## src/rtl/mcm_pkg.sv

```systemverilog
package mcm_pkg;
    localparam int CPU_AW     = 16;
    localparam int BANK_W     = 5;
    localparam int WIN_W      = 14;
    localparam int PRG_AW     = BANK_W + WIN_W;
    localparam int PPU_AW     = 14;
    localparam int CHR_AW     = 13;
    // positions inside the captured write address
    localparam int MIR_BIT    = 7;
    localparam int LSB_BIT    = 5;
    localparam int UPF_LSB    = 1;
    localparam int UPF_W      = BANK_W - 1;

    typedef struct packed {
        logic             mirror_h;
        logic [UPF_W-1:0] bank_up;
        logic             bank_lsb;
    } latch_t;
endpackage

```

## src/rtl/mcm_addr_latch.sv

```systemverilog
module mcm_addr_latch
    import mcm_pkg::*;
(
    input  logic             clk,
    input  logic             rst_n,
    input  logic             ld_en,
    input  logic             ld_mirror,
    input  logic             ld_lsb,
    input  logic [UPF_W-1:0] ld_up,
    output latch_t           st_q
);
    latch_t st_d;

    always_comb begin
        st_d = st_q;
        if (ld_en) begin
            st_d.mirror_h = ld_mirror;
            st_d.bank_lsb = ld_lsb;
            st_d.bank_up  = ld_up;
        end
    end

    always_ff @(posedge clk or negedge rst_n) begin
        if (!rst_n) st_q <= '0;
        else        st_q <= st_d;
    end
endmodule

```

## src/rtl/mcm_prg_window.sv

```systemverilog
module mcm_prg_window
    import mcm_pkg::*;
#(
    parameter int BW = BANK_W,
    parameter int WW = WIN_W,
    localparam int AW = BW + WW
) (
    input  latch_t        st,
    input  logic [WW-1:0] win_off,
    input  logic          win_sel,
    input  logic          cpu_top,
    input  logic          cpu_rd,
    output logic [BW-1:0] bank_lo,
    output logic [BW-1:0] bank_hi,
    output logic [AW-1:0] prg_addr,
    output logic          prg_rd
);
    logic [BW-1:0] bank_sel;

    always_comb begin
        bank_lo  = {st.bank_up, 1'b0};
        bank_hi  = {st.bank_up, st.bank_lsb};
        bank_sel = win_sel ? bank_hi : bank_lo;
        prg_addr = {bank_sel, win_off};
        prg_rd   = cpu_rd & cpu_top;
    end
endmodule

```

## src/rtl/mcm_chr_route.sv

```systemverilog
module mcm_chr_route
    import mcm_pkg::*;
#(
    parameter int PW = PPU_AW,
    parameter int CW = CHR_AW
) (
    input  logic          mirror_h,
    input  logic [PW-1:0] ppu_addr,
    input  logic          ppu_rd,
    input  logic          ppu_wr,
    output logic [CW-1:0] chr_addr,
    output logic          chr_rd,
    output logic          chr_we,
    output logic          vram_a10
);
    logic in_chr;

    always_comb begin
        in_chr   = ~ppu_addr[PW-1];
        chr_addr = ppu_addr[CW-1:0];
        chr_rd   = ppu_rd & in_chr;
        chr_we   = ppu_wr & in_chr;
        vram_a10 = mirror_h ? ppu_addr[11] : ppu_addr[10];
    end
endmodule

```

## src/rtl/mcm_bank_mapper.sv

```systemverilog
module mcm_bank_mapper
    import mcm_pkg::*;
(
    input  logic              clk,
    input  logic              rst_n,
    input  logic [CPU_AW-1:0] cpu_addr,
    input  logic              cpu_rd,
    input  logic              cpu_wr,
    output logic [PRG_AW-1:0] prg_addr,
    output logic              prg_rd,
    output logic [BANK_W-1:0] bank_lo,
    output logic [BANK_W-1:0] bank_hi,
    output logic              mirror_h,
    input  logic [PPU_AW-1:0] ppu_addr,
    input  logic              ppu_rd,
    input  logic              ppu_wr,
    output logic [CHR_AW-1:0] chr_addr,
    output logic              chr_rd,
    output logic              chr_we,
    output logic              vram_a10
);
    latch_t st_q;
    logic   ld_en;

    assign ld_en    = cpu_wr & cpu_addr[CPU_AW-1];
    assign mirror_h = st_q.mirror_h;

    mcm_addr_latch i_latch (
        .clk       (clk),
        .rst_n     (rst_n),
        .ld_en     (ld_en),
        .ld_mirror (cpu_addr[MIR_BIT]),
        .ld_lsb    (cpu_addr[LSB_BIT]),
        .ld_up     (cpu_addr[UPF_LSB +: UPF_W]),
        .st_q      (st_q)
    );

    mcm_prg_window #(.BW(BANK_W), .WW(WIN_W)) i_prg (
        .st       (st_q),
        .win_off  (cpu_addr[WIN_W-1:0]),
        .win_sel  (cpu_addr[WIN_W]),
        .cpu_top  (cpu_addr[CPU_AW-1]),
        .cpu_rd   (cpu_rd),
        .bank_lo  (bank_lo),
        .bank_hi  (bank_hi),
        .prg_addr (prg_addr),
        .prg_rd   (prg_rd)
    );

    mcm_chr_route #(.PW(PPU_AW), .CW(CHR_AW)) i_chr (
        .mirror_h (st_q.mirror_h),
        .ppu_addr (ppu_addr),
        .ppu_rd   (ppu_rd),
        .ppu_wr   (ppu_wr),
        .chr_addr (chr_addr),
        .chr_rd   (chr_rd),
        .chr_we   (chr_we),
        .vram_a10 (vram_a10)
    );

    AST_MIRROR_LOAD: assert property (@(posedge clk) disable iff (!rst_n)
        (cpu_wr && cpu_addr[15]) |=> (mirror_h == $past(cpu_addr[7])));
    AST_LOW_WIN_EVEN: assert property (@(posedge clk) disable iff (!rst_n)
        (cpu_wr && cpu_addr[15]) |=> (bank_lo == {$past(cpu_addr[4:1]), 1'b0}));
    AST_HIGH_WIN: assert property (@(posedge clk) disable iff (!rst_n)
        (cpu_wr && cpu_addr[15]) |=> (bank_hi == {$past(cpu_addr[4:1]), $past(cpu_addr[5])}));
    AST_LOW_HALF_WR_IGNORED: assert property (@(posedge clk) disable iff (!rst_n)
        (cpu_wr && !cpu_addr[15]) |=> ($stable(bank_lo) && $stable(bank_hi) && $stable(mirror_h)));
    AST_IDLE_HOLDS: assert property (@(posedge clk) disable iff (!rst_n)
        !cpu_wr |=> ($stable(bank_lo) && $stable(bank_hi) && $stable(mirror_h)));
    AST_RESET_STATE: assert property (@(posedge clk)
        !rst_n |-> (bank_lo == '0 && bank_hi == '0 && !mirror_h));
endmodule

```

## config.mk

```make
export PLATFORM = sky130hd
export DESIGN_NAME = mcm_bank_mapper
export DESIGN_NICKNAME = d
export VERILOG_FILES = /design/src/rtl/mcm_pkg.sv /design/src/rtl/mcm_addr_latch.sv /design/src/rtl/mcm_prg_window.sv /design/src/rtl/mcm_chr_route.sv /design/src/rtl/mcm_bank_mapper.sv
export SDC_FILE = /design/constraint.sdc
export NUM_CORES = 1
export LEC_CHECK = 0
export ABC_AREA = 1
export BUFFER_PORTS_ARGS = -buffer_cell sky130_fd_sc_hd__buf_2
export CAP_MARGIN = 0
export CELL_PAD_IN_SITES_DETAIL_PLACEMENT = 1
export CELL_PAD_IN_SITES_GLOBAL_PLACEMENT = 2
export CORE_ASPECT_RATIO = 1.1
export CORE_UTILIZATION = 12
export DETAILED_ROUTE_END_ITERATION = 6
export HOLD_SLACK_MARGIN = 0.08
export MAX_ROUTING_LAYER = met4
export PLACE_DENSITY_LB_ADDON = 0.1
export SLEW_MARGIN = 20
export SYNTH_ARGS = -nofsm -noshare
export SYNTH_HDL_FRONTEND = slang
export SYNTH_SLANG_ARGS = --single-unit
```

## constraint.sdc

```tcl
create_clock -name clk -period 1.45 [get_ports clk]
set_input_delay 0.2175 -clock clk [delete_from_list [all_inputs] [get_ports clk]]
set_output_delay 0.2175 -clock clk [all_outputs]
set_load 0.02 [all_outputs]
```

After elaboration in Yosys (flattened, before gate mapping)
Cells that the tools add are included.
- bits in registers: 6
- output and inout bits: 47
- muxes and demuxes: 2
- bitwise operators: 5
- operator list (operator ; number):
    $and 1x1->1 ; 4
    $mux 1 ; 2
    $not 1->1 ; 1

Logic depth before layout (Yosys ltp)
Gate-level depths: netlist of run 1.
- word-level depth: 2
- gate-level depth with buffers: 4
- gate-level depth less buffers: 3

Modules after synthesis
From an unflattened synthesis of run 1, not the netlist that was laid out.
- cells, all modules: 81
- area, all modules: 585.6 µm²
- by module, submodules not included (module ; instances ; cells an instance ; area each (µm²)):
    mcm_prg_window ; 1 ; 33 ; 229.0
    mcm_addr_latch ; 1 ; 25 ; 221.5
    mcm_chr_route ; 1 ; 21 ; 127.6
    mcm_bank_mapper ; 1 ; 2 ; 7.5

Least setup slack after synthesis of run 1
No wires, ideal clock.
- path type: register to output
- from: register i_latch.st_q[5] (netlist name)
- to: output port vram_a10
- data arrival time: 0.981 ns
- data required time: 1.233 ns
- slack: 0.251 ns
- cell stages (with the launch flop): 2
- path buffers: 0
- path through: dfrtp_1 > o21ai_0
- longest elaborated chain between the ends: 1
- ends and longest elaborated chain (item ; RTL line ; RTL):
    $mux 1 ; mcm_chr_route.sv:23 ; vram_a10 = mirror_h ? ppu_addr[11] : ppu_addr[10];
    to (decl) ; mcm_bank_mapper.sv:20 ; output logic vram_a10
No other way between the ends.

Final worst setup path of run 1
- from: register i_latch.st_q[5] (netlist name)
- to: output port vram_a10
- longest elaborated chain between the ends: 1
- ends and longest elaborated chain (item ; RTL line):
    $mux 1 ; mcm_chr_route.sv:23
No other way between the ends.

==> results.yml, run 1 <==
cells_and_area:
  largest_register_ff_count: 6
  finalNetCount: 122
  top_register: "i_latch.st_q"
  stdcell_area_sq_um: 609
  layout-drive-gt1-share_pct: 54.8
  biggestRegsByFlops: "i_latch.st_q x6"
  antenna_cells: 0
  synthToLayoutAreaGrowth_pct: 10.7
critical_path:
  maximum_fanout_along_the_worst_path: 4
  critPathLaunchType: "register"
  cpMaxStageDelayCell: "sky130_fd_sc_hd__dfrtp_1"
  worst-path-buf-inv: 1
  worst_path_largest_cell_delay_ns: 0.39
  critical_path.endpoint_type: "output pin"
  worst-endpoint-required_ns: 1.23
  timing.setup.critical_path_class: "register to output pin"
  crit_chain: "o21ai_0 -> buf_2"
  cp_top_family: "flip-flops"
  worst-endpoint-arrival_ns: 0.94
synth:
  sequential_element_share_of_the_synthesized_area_pct: 27.3
  synth_top_cells_by_area: "sky130_fd_sc_hd__buf_4 49%, sky130_fd_sc_hd__dfrtp_1 27%, sky130_fd_sc_hd__nand2_1 11%"
  netlist.area_leader.share_pct: 49.1
  yosys_warnings: 0
  synth_top_cells_by_count: "36 x sky130_fd_sc_hd__buf_4, 16 x sky130_fd_sc_hd__nand2_1, 6 x sky130_fd_sc_hd__dfrtp_1, 6 x sky130_fd_sc_hd__nand3_1, 5 x sky130_fd_sc_hd__inv_1"
  post_synth_inst_count: 74
  ys_dominant_reg_cell: "sky130_fd_sc_hd__dfrtp_1"
  ys_seq_elements: 6
  syn-num-nets: 110
  synth_top_cell_by_area: "sky130_fd_sc_hd__buf_4"
  syn-mean-instance-area_sq_um: 7.44
  synth_async_sr_flop_share_pct: 100
  cell_area_after_synthesis_sq_um: 551
  synth_enable_flop_cells: 0
  synthMostInstantiatedCell: "sky130_fd_sc_hd__buf_4"
  netlist-cell-type-count: 9
timing:
  setup_viol: 0
  timing.clock.skew_ns: 0
  unrepaired_setup_endpoints_after_global_routing: "false"
  maxSlewViolCount: 0
  max_clock_freq_mhz: 863
  fin_crit_sh_pct: 79.9
  fin_hold_ws_ns: 0.253
  period_minus_slack_ns: 1.16
  number_of_hold_violations_in_the_final_report: 0
  final_total_negative_setup_slack_ns: 0
cts:
  clock_latency_ns: 0.22
  cts_inserted_buffers: 3
  cts.clk_slew.worst_paths_ns: 0.04
  cts_tree: "done"
  cts-root-buf: "sky130_fd_sc_hd__clkbuf_8"
  clock_sink_count: 6
  cts-hold-fix-buffers: 1
  clk_path_buf_depth: 2
  cts_resized: 0
  cts.htree.levels: 1
  post-cts-setup-buffer-count: 0
route:
  drt_iter0_markers: 10
  drt_wl_total_um: 1350
  total_drc_errors_in_the_routed_layout: 0
  drt_pass1_iterations: 2
  routed-via-count: 445
  detail_route.wl_per_cell_um: 9.80
  antenna_violating_nets_post_route: 0
  viasPerCell: 3.22
placed_design:
  port_buffers: 43
  hpwlAfterDp_um: 1140
  post_dp_cell_area_sq_um: 558
  finalWeightedCongestion: 0.517
worst_hold_path:
  timing.hold.worst.class: "input port to register"
power_and_ir_drop:
  report.power.total_uw: 685
  leakage_nw: 0.379
  max-vdd-ir-drop_v: 0.000171
  power_density_nw_per_um2: 1120
floorplan:
  die-height_um: 73.0
  die_w_um: 66.6
  die_area_sq_um: 4860
  initial_core_util_pct: 12.7
  boundaryPins: 83
  core-area_sq_um: 4350
  row_count: 25
grt:
  groute.layer.met1.usage_pct: 6.38
  global_route.usage.total_pct: 6.06
  grt_remaining_overflow: 0
  via_count_of_the_first_global_routing_pass: 432
  grt_antenna_before_repair: 0
  grt_pass1_wl_um: 2030
  grt_max_degree: 9
  groute.layer.met3.usage_pct: 1.56
  grt.met2_usage_pct: 9.43
  grt-busiest-layer: "met2"
run_status:
  status: "completed"
run:
  max-cap-violations: 0
worst register-to-register path: cells and delay by family (launching register included):
| kind | cells | cell delay, ns |
|---|---|---|
| DFF | 1 | 0.39 |
| and+or+nand+nor | 2 | 0.13 |
metal layers:
layer | vias to the layer above | part of all wire (%)
met5 | - | 0
met4 | 0 | 2.0
met3 | 6 | 13
met2 | 34 | 45
met1 | 197 | 40
li1 | 208 | -
final timing paths:
kind	slack [ns]	cells past startpoint	endpoint	startpoint
setup reg to reg	0.81	2	i_latch.st_q[3]	i_latch.st_q[3]
hold / removal	0.25	3	i_latch.st_q[4]	cpu_addr[4]
min in group asynchronous	0.37	2	i_latch.st_q[2]	rst_n
max in group asynchronous	0.93	2	i_latch.st_q[5]	rst_n
setup / recovery	0.29	2	vram_a10	i_latch.st_q[5]
hold reg to reg	0.50	2	i_latch.st_q[0]	i_latch.st_q[0]
layout make-up:
class                      instances  area [sq um]
timing repair buffer              44           225
tap                               54          67.6
fill                             546          3740
sequential                         6           150
clock buffer                       3          41.3
inverter                           5          18.8
multi-input combinational         26           106
cells in the final DEF, fill, tap and decap left out, drive strengths merged:
cell type | netlist | final
buf | 37 | 43
clkbuf | 0 | 3
conb | 1 | 1
dfrtp | 6 | 6
dlygate4sd3 | 0 | 1
inv | 5 | 5
nand2 | 16 | 16
nand3 | 6 | 6
nor2 | 2 | 2
o21ai | 1 | 1
cell families after synthesis:
| family | count (synthesis) | synth area share, % |
|---|---|---|
| buf+inv | 42 | 53.4 |
| other cells | 1 | 0.681 |
| flops | 6 | 27.3 |
| simple gates | 24 | 17.7 |
| compound gates | 1 | 0.908 |
power breakdown:
group          total, mW  internal [mW]  switching, mW
Sequential         0.208          0.190         0.0188
Clock              0.245          0.178         0.0668
Combinational      0.232         0.0775          0.154
per-stage QoR:
step / instances / utilization (%) / setup slack [ns]
final: 138 / 14.0 / 0.291
after global placement: 134 / 12.8 / 0.511
after global routing: 138 / 14.0 / 0.204
after detailed placement: 134 / 12.8 / 0.509
after floorplan: 74 / - / 0.251
after CTS: 138 / 14.0 / 0.272
Power figures use the tool's default switching activity.
==> run 2, diff against run 1 <==
- CORE_UTILIZATION: 12 -> 11
- clock period: 1.45 -> 1.2 ns (I/O delays scaled with it)
==> run 2 against run 1 <==
Net effect: hold slack got worse by 0.047 ns; sequential share of layout area shrank 0.10 points; highest routed layer unchanged; non-clock buffer count unchanged; combinational power rose by 20%; largest power group unchanged; wire length down 2.2%; clock skew did not move; global-route usage decreased by 0.47 points; utilization fell by 1.0 points.
==> results.yml, run 2 (synthesis results as in run 1) <==
timing:
  number_of_hold_violations_in_the_final_report: 0
  fin_hold_ws_ns: 0.206
  maxSlewViolCount: 0
  setup_viol: 0
  timing.clock.skew_ns: 0
  final_total_negative_setup_slack_ns: 0
  period_minus_slack_ns: 1.10
  fin_crit_sh_pct: 92.0
  max_clock_freq_mhz: 906
  unrepaired_setup_endpoints_after_global_routing: "false"
placed_design:
  post_dp_cell_area_sq_um: 561
  hpwlAfterDp_um: 1080
  port_buffers: 43
  finalWeightedCongestion: 0.576
cts:
  post-cts-setup-buffer-count: 0
  cts_inserted_buffers: 3
  clk_path_buf_depth: 2
  cts_tree: "done"
  cts.clk_slew.worst_paths_ns: 0.04
  cts.htree.levels: 1
  clock_sink_count: 6
  clock_latency_ns: 0.22
  cts-root-buf: "sky130_fd_sc_hd__clkbuf_8"
critical_path:
  worst-endpoint-required_ns: 1.02
  maximum_fanout_along_the_worst_path: 4
  worst-endpoint-arrival_ns: 0.92
  setup.reg_to_reg.worst_slack_ns: 0.57
  timing.setup.critical_path_class: "register to output pin"
  critical_path.endpoint_type: "output pin"
  critPathLaunchType: "register"
cells_and_area:
  biggestRegsByFlops: "i_latch.st_q x6"
  commonest_cells_after_routing_fill_and_taps_aside: "43 x sky130_fd_sc_hd__buf_2, 16 x sky130_fd_sc_hd__nand2_1, 6 x sky130_fd_sc_hd__nand3_1, 6 x sky130_fd_sc_hd__dfrtp_1, 5 x sky130_fd_sc_hd__inv_1"
  final_core_util_pct: 13.0
  finalNetCount: 122
  top_register: "i_latch.st_q"
  multiInputGateArea_sq_um: 106
  synthToLayoutAreaGrowth_pct: 11.1
  largest_register_ff_count: 6
  final_common_cell: "sky130_fd_sc_hd__buf_2"
  stdcell_area_sq_um: 612
  antenna_cells: 0
  layout-drive-gt1-share_pct: 54.8
  final.fill_count: 575
  sequential_cell_area_sq_um: 150
route:
  routed-via-count: 421
  antenna_violating_nets_post_route: 0
  detail_route.wl_per_cell_um: 9.44
  drt_wl_total_um: 1320
  drt_pass1_iterations: 4
  viasPerCell: 3.01
  drt_iter0_markers: 5
  total_drc_errors_in_the_routed_layout: 0
power_and_ir_drop:
  power.share.combinational_pct: 33.5
  intPower_uw: 539
  p_clk_share_pct: 36.3
  sw_ratio_pct: 35.2
  power_density_nw_per_um2: 1360
  report.power.total_uw: 832
  max-vdd-ir-drop_v: 0.000244
  leakage_nw: 0.379
  netSwitchingPower_uw: 293
  sequentialPowerShare_pct: 30.2
grt:
  grt_antenna_before_repair: 0
  via_count_of_the_first_global_routing_pass: 421
  grt_max_degree: 9
  grt_remaining_overflow: 0
  grt_pass1_wl_um: 2130
  global_route.usage.total_pct: 5.59
floorplan:
  die_area_sq_um: 5290
  die_w_um: 69.5
  core-area_sq_um: 4720
  die-height_um: 76.2
  boundaryPins: 83
  initial_core_util_pct: 11.7
  row_count: 26
run_status:
  status: "completed"
worst_hold_path:
  timing.hold.worst.class: "input port to register"
run:
  max-cap-violations: 0
==> run 2: changes by cell type in the layout (fill, tap and decap cells not counted) <==
cell                      delta
sky130_fd_sc_hd__o21ai_0     -1
sky130_fd_sc_hd__o21ai_1     +1
==> run 2: layout make-up <==
cell class | count | area share [%]
timing repair buffer | 44 | 36.8
sequential | 6 | 24.5
multi-input combinational | 26 | 17.4
tap | 56 | 11.5
clock buffer | 3 | 6.75
inverter | 5 | 3.07
==> run 2: worst paths after layout <==
kind | start | to | depth (start not counted)
min | cpu_addr[3] | i_latch.st_q[3] | 3
min in group asynchronous | rst_n | i_latch.st_q[3] | 2
max reg2reg | i_latch.st_q[5] | i_latch.st_q[5] | 2
min reg2reg | i_latch.st_q[0] | i_latch.st_q[0] | 2
max | i_latch.st_q[5] | vram_a10 | 2
max in group asynchronous | rst_n | i_latch.st_q[1] | 2
==> run 2: metrics by stage <==
stage,cells,worst slack [ns]
global route,140,0.0241
finish,140,0.0961
global placement,136,0.301
detailed placement,136,0.277
CTS,140,0.0330
floorplan,74,0.0388
==> run 2: metal layers <==
| metal | wire length (um) | GRT usage, % |
|---|---|---|
| met3 | 194 | 2.78 |
| met2 | 591 | 7.77 |
| met5 | 0 | - |
| met1 | 525 | 6.26 |
| met4 | 10 | 3.67 |
==> run 2: critical path: stages (launching register included) <==
cell and delay [ns]:
sky130_fd_sc_hd__dfrtp_1 0.39, sky130_fd_sc_hd__o21ai_1 0.14, sky130_fd_sc_hd__buf_2 0.17
==> run 2: repair_timing <==
item | CTS | global route
gates resized for setup | 0 | 1
hold buffers | 1 | 0
endpoints found under the hold margin | 6 | 0
endpoints found under the setup margin | 0 | 1
==> run 2: power groups by stage <==
stage | Clock, mW | Combinational, mW | Sequential, mW
after floorplan | 0 | 0.283 | 0.285
after global placement | 0 | 0.284 | 0.253
after detailed placement | 0 | 0.282 | 0.254
after CTS | 0.319 | 0.285 | 0.252
after global routing | 0.340 | 0.303 | 0.257
final | 0.302 | 0.279 | 0.251
